File: src/rtl/rlc_pkg.sv
package rlc_pkg;
  typedef enum logic [1:0] {
    ACT_ZERO = 2'd0,
    ACT_ONE  = 2'd1,
    ACT_COPY = 2'd2,
    ACT_INV  = 2'd3
  } act_op_e;
endpackage

File: src/rtl/rlc_rule_store.sv
module rlc_rule_store #(
  parameter int N_IN    = 10,
  parameter int N_RULES = 16,
  parameter int ACT_BITS = 48,
  localparam int AW = $clog2(N_RULES)
) (
  input  logic                               clk,
  input  logic                               rst,
  input  logic                               we,
  input  logic [AW-1:0]                      addr,
  input  logic                               valid_i,
  input  logic [N_IN-1:0]                    care_i,
  input  logic [N_IN-1:0]                    val_i,
  input  logic [ACT_BITS-1:0]                act_i,
  output logic [N_RULES-1:0]                 valid_o,
  output logic [N_RULES-1:0][N_IN-1:0]       care_o,
  output logic [N_RULES-1:0][N_IN-1:0]       val_o,
  output logic [N_RULES-1:0][ACT_BITS-1:0]   act_o
);
  // All rules are read every cycle, so storage is kept in flops.
  for (genvar r = 0; r < N_RULES; r++) begin : g_rule
    always_ff @(posedge clk) begin
      if (rst) begin
        valid_o[r] <= 1'b0;
      end else if (we && addr == AW'(r)) begin
        valid_o[r] <= valid_i;
      end
    end
    always_ff @(posedge clk) begin
      if (we && addr == AW'(r)) begin
        care_o[r] <= care_i;
        val_o[r]  <= val_i;
        act_o[r]  <= act_i;
      end
    end
  end
endmodule

File: src/rtl/rlc_eval.sv
module rlc_eval #(
  parameter int N_IN    = 10,
  parameter int N_OUT   = 8,
  parameter int N_RULES = 16,
  localparam int SEL_W  = $clog2(N_IN),
  localparam int ACT_W  = 2 + SEL_W,
  localparam int ACT_BITS = N_OUT * ACT_W
) (
  input  logic [N_IN-1:0]                   arg,
  input  logic [N_RULES-1:0]                valid,
  input  logic [N_RULES-1:0][N_IN-1:0]      care,
  input  logic [N_RULES-1:0][N_IN-1:0]      val,
  input  logic [N_RULES-1:0][ACT_BITS-1:0]  act,
  output logic [N_OUT-1:0]                  nxt,
  output logic                              hit
);
  import rlc_pkg::*;
  localparam int ARG_X = 1 << SEL_W;

  logic [ARG_X-1:0] arg_x;
  logic [ACT_W-1:0] fld;
  logic [SEL_W-1:0] sel;

  assign arg_x = ARG_X'(arg);

  // Walk rules low to high; each later match overwrites the result.
  always_comb begin
    hit = 1'b0;
    nxt = '0;
    fld = '0;
    sel = '0;
    for (int r = 0; r < N_RULES; r++) begin
      if (valid[r] && (((arg ^ val[r]) & care[r]) == '0)) begin
        hit = 1'b1;
        for (int j = 0; j < N_OUT; j++) begin
          fld = act[r][j*ACT_W +: ACT_W];
          sel = fld[ACT_W-1:2];
          case (act_op_e'(fld[1:0]))
            ACT_ZERO: nxt[j] = 1'b0;
            ACT_ONE:  nxt[j] = 1'b1;
            ACT_COPY: nxt[j] = arg_x[sel];
            ACT_INV:  nxt[j] = ~arg_x[sel];
            default:  nxt[j] = 1'b0;
          endcase
        end
      end
    end
  end
endmodule

File: src/rtl/rlc_prescaler.sv
module rlc_prescaler #(
  parameter int DIV_W = 16
) (
  input  logic             clk,
  input  logic             rst,
  input  logic             run,
  input  logic [DIV_W-1:0] div,
  output logic             tick
);
  logic [DIV_W-1:0] cnt;
  logic [DIV_W-1:0] last;

  assign last = (div == '0) ? '0 : div - DIV_W'(1);
  assign tick = run && (cnt == last);

  always_ff @(posedge clk) begin
    if (rst || !run) begin
      cnt <= '0;
    end else if (tick) begin
      cnt <= '0;
    end else begin
      cnt <= cnt + DIV_W'(1);
    end
  end
endmodule

File: src/rtl/rlc_cell.sv
module rlc_cell #(
  parameter int N_IN    = 10,
  parameter int N_OUT   = 8,
  parameter int N_RULES = 16,
  parameter int DIV_W   = 16
) (
  input  logic                                clk,
  input  logic                                rst,
  input  logic                                enable,
  input  logic                                cfg_we,
  input  logic [$clog2(N_RULES)-1:0]          cfg_addr,
  input  logic                                cfg_valid,
  input  logic [N_IN-1:0]                     cfg_care,
  input  logic [N_IN-1:0]                     cfg_val,
  input  logic [N_OUT*(2+$clog2(N_IN))-1:0]   cfg_act,
  input  logic                                mode_we,
  input  logic [DIV_W-1:0]                    cfg_div,
  input  logic [N_OUT-1:0]                    cfg_fb,
  input  logic [N_IN-1:0]                     ext_in,
  output logic [N_OUT-1:0]                    cell_out
);
  localparam int ACT_BITS = N_OUT * (2 + $clog2(N_IN));

  logic [DIV_W-1:0]                  div_q;
  logic [N_OUT-1:0]                  fb_q;
  logic [N_IN-1:0]                   arg;
  logic [N_RULES-1:0]                r_valid;
  logic [N_RULES-1:0][N_IN-1:0]      r_care;
  logic [N_RULES-1:0][N_IN-1:0]      r_val;
  logic [N_RULES-1:0][ACT_BITS-1:0]  r_act;
  logic [N_OUT-1:0]                  nxt;
  logic                              hit;
  logic                              tick;

  always_ff @(posedge clk) begin
    if (rst) begin
      div_q <= DIV_W'(1);
      fb_q  <= '0;
    end else if (mode_we && !enable) begin
      div_q <= cfg_div;
      fb_q  <= cfg_fb;
    end
  end

  for (genvar i = 0; i < N_IN; i++) begin : g_arg
    if (i < N_OUT) begin : g_fb
      assign arg[i] = fb_q[i] ? cell_out[i] : ext_in[i];
    end else begin : g_ext
      assign arg[i] = ext_in[i];
    end
  end

  rlc_rule_store #(.N_IN(N_IN), .N_RULES(N_RULES), .ACT_BITS(ACT_BITS)) u_store (
    .clk(clk), .rst(rst), .we(cfg_we && !enable), .addr(cfg_addr),
    .valid_i(cfg_valid), .care_i(cfg_care), .val_i(cfg_val), .act_i(cfg_act),
    .valid_o(r_valid), .care_o(r_care), .val_o(r_val), .act_o(r_act)
  );

  rlc_eval #(.N_IN(N_IN), .N_OUT(N_OUT), .N_RULES(N_RULES)) u_eval (
    .arg(arg), .valid(r_valid), .care(r_care), .val(r_val), .act(r_act),
    .nxt(nxt), .hit(hit)
  );

  rlc_prescaler #(.DIV_W(DIV_W)) u_pre (
    .clk(clk), .rst(rst), .run(enable), .div(div_q), .tick(tick)
  );

  always_ff @(posedge clk) begin
    if (rst) begin
      cell_out <= '0;
    end else if (tick && hit) begin
      cell_out <= nxt;
    end
  end
endmodule

File: config.mk
export PLATFORM = sky130hd
export DESIGN_NAME = rlc_cell
export DESIGN_NICKNAME = d
export VERILOG_FILES = /design/src/rtl/rlc_pkg.sv /design/src/rtl/rlc_rule_store.sv /design/src/rtl/rlc_eval.sv /design/src/rtl/rlc_prescaler.sv /design/src/rtl/rlc_cell.sv
export SDC_FILE = /design/constraint.sdc
export NUM_CORES = 2
export LEC_CHECK = 0
export BUFFER_PORTS_ARGS = -buffer_cell sky130_fd_sc_hd__buf_4
export CAP_MARGIN = 20
export CORE_MARGIN = 2
export CORE_UTILIZATION = 48
export CTS_CLUSTER_SIZE = 40
export DETAILED_ROUTE_END_ITERATION = 10
export GPL_TIMING_DRIVEN = 0
export SLEW_MARGIN = 40
export SYNTH_ARGS = -nofsm -noshare
export SYNTH_HDL_FRONTEND = slang
export SYNTH_HIERARCHICAL = 1
export SYNTH_SLANG_ARGS = --single-unit
File: constraint.sdc
create_clock -name clk -period 6.3 [get_ports clk]
set_input_delay 0.63 -clock clk [delete_from_list [all_inputs] [get_ports clk]]
set_output_delay 0.63 -clock clk [all_outputs]
set_load 0.005 [all_outputs]
**Word level (Yosys, flattened, before mapping)**

Cells that the tools add are included.
Widths: inputs -> output; s select.

- Reductions and logical operators: 185
- Magnitude comparators: 128
- Bitwise gates (word level): 160
- Add/subtract/negate cells: 2
- Equal/unequal tests: 400
- Mux-type cells: 425

Operators with widths:

| operator | number |
|---|---|
| $lt 4x5->1 const B | 128 |
| $bmux 1 s4 | 128 |
| $eq 2x2->1 const B | 256 |
| $pmux 1 s4 | 128 |
| $eq 2x1->1 const B | 128 |
| $logic_not 2->1 | 128 |
| $and 10x10->10 | 16 |
| $logic_not 10->1 | 16 |
| $xor 10x10->10 | 16 |
| $mux 1 | 152 |
| $mux 8 | 16 |
| $not 1->1 | 128 |
| $logic_and 1x1->1 | 36 |
| $eq 4x4->1 const B | 8 |
| $add 16x1->16 const B | 1 |
| $eq 16x16->1 | 1 |
| $eq 4x3->1 const B | 4 |
| $logic_not 16->1 | 1 |
| $mux 16 | 1 |
| $sub 16x1->16 const B | 1 |
| $eq 4x2->1 const B | 2 |
| $eq 4x1->1 const B | 1 |
| $logic_not 4->1 | 1 |
| $reduce_or 2->1 | 1 |
| 2 further kinds | 2 |

- Register bits: 1,152
- Logic and storage cells: 1,368
- Output and inout bits: 8

**Logic depth before layout (Yosys ltp)**

- Word-level depth: 22
- Depth in mapped cells: 17
- Gate-level depth less buffers: 12

**Hierarchy**

The synthesis kept the hierarchy.

By module, submodules not included:

| module | seq. area each (um^2) | instances | cells an instance | area each (um^2) |
|---|---|---|---|---|
| rlc_rule_store | 32,991.6 | 1 | 1,183 | 33,460.8 |
| rlc_eval | 0.0 | 1 | 1,817 | 16,712.3 |
| rlc_prescaler | 320.3 | 1 | 230 | 1,747.9 |
| rlc_cell | 640.6 | 1 | 154 | 1,580.3 |

**Least setup slack after synthesis**

No wires, ideal clock.

- Path kind: in2reg
- Start: input port enable
- End: register u_store/act_o[100] (netlist name) (enable)
- Setup time: 0.496 ns
- Setup slack: 1.378 ns
- Data required time: 5.804 ns
- Arrival time: 4.426 ns
- Cell stages on the path: 5
- Buffers on the path: 2
- Cell sequence: buf_2 > nor2b_1 > or3b_1 > buf_6 > nor2_1

- Word-level cells in the longest chain between the ends: 3

RTL lines:

| what | line | text |
|---|---|---|
| start, declared | rlc_cell.sv:9 | `input logic enable,` |
| $logic_not 1->1 | rlc_cell.sv:54 | `.clk(clk), .rst(rst), .we(cfg_we && !enable), .addr(cfg_addr),` |
| $logic_and 1x1->1 | rlc_cell.sv:54 |  |
| $logic_and 1x1->1 | rlc_rule_store.sv:30 | `if (we && addr == AW'(r)) begin` |
| end signal, assigned by index | rlc_rule_store.sv:33 | `act_o[r] <= act_i;` |
| end, declared | rlc_rule_store.sv:18 | `output logic [N_RULES-1:0][ACT_BITS-1:0] act_o` |

No other way between the ends.
A chain may end at the register's enable or synchronous reset.

**Worst setup path in the final report**

- Start: register fb_q[7]
- End: register cell_out[7]

- Elaborated cells between the ends (all ways): 162
- Those cells by class: 81 x mux; 48 x bitwise; 33 x reduce/logical

RTL lines:

| what | line | text |
|---|---|---|
| start, declared | rlc_cell.sv:25 | `logic [N_OUT-1:0] fb_q;` |
| start signal, assigned | rlc_cell.sv:41 | `fb_q <= cfg_fb;` |
| $mux 1 (*) | rlc_cell.sv:47 | `assign arg[i] = fb_q[i] ? cell_out[i] : ext_in[i];` |
| net arg[7] | rlc_cell.sv:26 | `logic [N_IN-1:0] arg;` |
| $bmux 1 s4 / $xor 10x10->10 (equally long branches) | rlc_eval.sv:41, rlc_eval.sv:42, rlc_eval.sv:33 |  |
| $mux 1 (not written as such) / $and 10x10->10 (equally long branches) | rlc_eval.sv:41, rlc_eval.sv:42, rlc_eval.sv:33 |  |
| $not 1->1 / $logic_not 10->1 (equally long branches) | rlc_eval.sv:42, rlc_eval.sv:33 |  |
| $pmux 1 s4 / $logic_and 1x1->1 (equally long branches) | rlc_eval.sv:38, rlc_eval.sv:33 |  |
| $mux 8 (15 in series) | rlc_eval.sv:33 | `if (valid[r] && (((arg ^ val[r]) & care[r]) == '0)) begin` |
| $mux 8 (*) | rlc_eval.sv:33 |  |
| net nxt[7] | rlc_cell.sv:31 | `logic [N_OUT-1:0] nxt;` |
| end signal, assigned | rlc_cell.sv:72 | `cell_out <= nxt;` |
| end, declared | rlc_cell.sv:20 | `output logic [N_OUT-1:0] cell_out` |

Mark *: on every way through the listed nets, which the timed path passes. The rest lies on a longest branch. The select of a mux whose other input is x is not followed.

==> results by group <==
Routing
  • Residual DRC count: 0
  • DR pass1 iterations: 8
  • Detail Route Antenna Nets: 0
  • Total number of vias: 35.81k
  • Iter 0 DRT Violations: 5795
  • WL/cell: 37.90 µm
  • Vias per cell: 6.739
  • Routed wire length: 201400 µm

Synthesis
  • Synth unique cells: 94
  • Dominant cells by area after synthesis: edfxtp_1 61%, mux4_2 10%, xor2_1 4.0%
  • Sequential fraction of the synthesis area: 63.46%
  • Synth warn: 6
  • Synth top area share: 61.07%
  • Average size of a mapped cell: 15.81 µm²
  • Synth area leader: edfxtp_1
  • Mapped Nets: 3498
  • Synth Cell Area: 53500 µm²
  • Synth Flop Type: edfxtp_1
  • Ys async rst share: 0%
  • Post-Syn Instances: 3384
  • Flops & latches, synth: 1152
  • Post-synth EDFFs: 1088

Place
  • Port Buffer Count: 117
  • RD Place Congestion: 0.9808
  • Detailed Place HPWL: 133600 µm
  • DP Area: 57970 µm²
  • Placed Cells: 5078

Die
  • Starting density of the core: 48.34%
  • Std-Cell Core Area: 110700 µm²
  • Rows: 122
  • Die W: 337.9 µm
  • Die H: 337.9 µm
  • Die ar.: 114100 µm²
  • Num ports: 120

Clocking
  • TritonCTS buffer count: 130
  • Clk_lat worst skew: 750 ps
  • Postcts setup bufs: 0
  • CTS resizes: 0
  • Clock transition at the registers of the reported paths: 60 ps
  • CTS tree: yes
  • Clock sinks: 1152
  • Clock Root Buffer: clkbuf_16
  • Max Buffers Root-to-Sink: 3
  • Hold buffer count at cts: 0
  • H-tree depth: 4

Setup path
  • Worst Setup End Kind: register
  • Critical path type: register to register
  • CP peak stage delay: 810 ps
  • Bufs and invs on worst path: 3
  • CP Data Required Time: 6980 ps
  • R2R Setup Slk: 440 ps
  • Delay-heaviest family, CP: simple AND/OR/NAND/NOR gates
  • Critical Path, Cell by Cell: mux2_2 -> buf_6 -> buf_2 -> buf_2 -> xor2_1 -> a222oi_1 -> nand4_2 -> nand2_1 -> a21oi_1 -> or4_1 -> o21ai_1 -> nand3_1 -> a21oi_1
  • CP max-delay cell: nand2_1
  • CP Launch Type: register
  • Crit-path max FO: 10
  • WP data arrival: 6530 ps

Hold path
  • Hold Path Class: input port to register

Timing
  • RSZ-0062 raised after global routing: no
  • Fmax: 170.7 MHz
  • Worst Tran Pin Value: 1036 ps
  • Final Cycle Share: 92.97%
  • Final setup TNS: 0 ps
  • Final setup violation count: 0
  • Final Skew: 28.43 ps
  • Minimum clock period: 5857 ps
  • Slew HR: 30.96%
  • Final Hold Viols: 0
  • Pins over their slew limit: 0

Cells and area
  • Post-route cell area: 62000 µm²
  • Final nets: 3836
  • Area growth syn-to-layout: 15.89%
  • Final Util: 56.03%
  • Final Non-Filler Cells: 5314
  • Layout cells sized above 1: 23.62%

Global route
  • Vias in the first global route: 34.25k
  • Total congestion overflow: 0
  • First-pass GRT wire length: 272500 µm
  • Initial antenna violation count: 30
  • Overall Global Routing Usage: 35.30%
  • Largest net degree at the start of global routing: 23

Flow run
  • Max cap viols: 0

Power and ir drop
  • Peak VDD IR: 0.0002223 V
  • Power Density: 279.6 nW/µm²
  • Leak pwr: 20.92 nW

Outcome
  • Outcome: finished, final reports clean
-- cells in the final DEF (no fill, tap or decap), types with 81 or more instances in the layout --
master and count:
buf_4 138, clkbuf_16 133, xor2_1 242, nor2_1 114
o21ai_0 105, edfxtp_1 1088, nand2_1 160, clkbuf_1 85
mux2i_1 182, buf_2 81, mux4_2 246
-- state kept, by name (all words and copies together), names as in the netlist --
name,flops
u_pre/cnt,16
div_q,16
cell_out,8
u_store/valid_o,16
fb_q,8
u_store/care_o,160
u_store/val_o,160
u_store/act_o,768
-- where the power goes --
group | leakage, nW | total [mW] | internal, mW | switching, mW
sequential | 10.3 | 8.53 | 8.47 | 0.0575
combinational | 8.65 | 1.56 | 0.495 | 1.07
clock | 1.95 | 7.24 | 4.15 | 3.10
total | 20.9 | 17.3 | 13.1 | 4.22
-- kinds of logic after synthesis --
logic type,synth area share [%]
xor+xnor,5.224
fa+ha+maj,0.04677
flops,63.46
mux,14.48
compound gates,5.561
simple gates,8.845
buf+inv,2.385
-- metrics by stage --
step	power [mW]	hold WS, ps	setup slack, ps
floorplan	9.384	440.6	1378
CTS	17.33	125.3	731.0
finish	17.33	158.9	443.0
global route	17.72	163.1	627.6
detailed placement	10.19	463.9	445.6
global placement	10.13	459.7	-1357
-- worst reg2reg max path, delay by kind of cell (launching register included) --
family                 cells  cell delay (ps)
buffers and inverters      3             1240
AO/OA/AOI/OAI              4             1660
multiplexers               1              230
AND/OR/NAND/NOR            4             2170
flip-flops                 1              330
XOR/XNOR                   1              150
-- Yosys cell counts (7+ instances only) --
| master | number |
|---|---|
| buf_6 | 31 |
| or3_1 | 26 |
| nand4bb_1 | 23 |
| a21boi_0 | 14 |
| nand3_1 | 45 |
| inv_1 | 27 |
| xnor2_1 | 72 |
| edfxtp_1 | 1088 |
| nand3b_1 | 80 |
| mux4_2 | 246 |
| dfxtp_1 | 64 |
| buf_2 | 77 |
| and3b_1 | 39 |
| or3b_2 | 10 |
| o31ai_1 | 39 |
| nor4b_1 | 56 |
| nand2b_1 | 32 |
| a21oi_1 | 56 |
| mux2_2 | 34 |
| nand4_1 | 24 |
| nor3_1 | 33 |
| a222oi_1 | 8 |
| o211ai_1 | 10 |
| nor4_1 | 11 |
| o22ai_1 | 13 |
| xor2_1 | 242 |
| clkbuf_1 | 86 |
| a211oi_1 | 7 |
| a22oi_1 | 70 |
| a31oi_1 | 7 |
| a211o_1 | 7 |
| nor2_1 | 128 |
| o21ai_0 | 105 |
| nor2b_1 | 24 |
| mux2i_1 | 182 |
| nor3b_1 | 46 |
| o21ai_1 | 26 |
| buf_4 | 13 |
| nand2_1 | 160 |
-- layer usage --
metal	wire, µm	vias to the layer above	global-route usage [%]
met4	10550	14	16.05
met5	99	-	0
li1	-	14122	-
met3	26630	530	10.47
met2	88420	2657	52.52
met1	75710	18487	48.05
-- path summary, 6_finish.rpt --
kind,end,start,cells past startpoint
hold / removal,fb_q[5],cfg_fb[5],3
hold reg to reg,fb_q[4],fb_q[4],2
setup reg to reg,cell_out[7],fb_q[7],13
setup / recovery,cell_out[7],fb_q[7],13
-- area by class of cell --
type	instances	area, µm²
inverter	27	101.3
sequential	1152	33950
timing repair buffer	206	2366
buffer	209	1222
clock buffer	174	3522
multi-input combinational	1996	18480
clock inverter	55	478.0
fill	8648	48660
antenna	7	17.52
tap	1488	1862
Power figures use the tool's default switching activity.
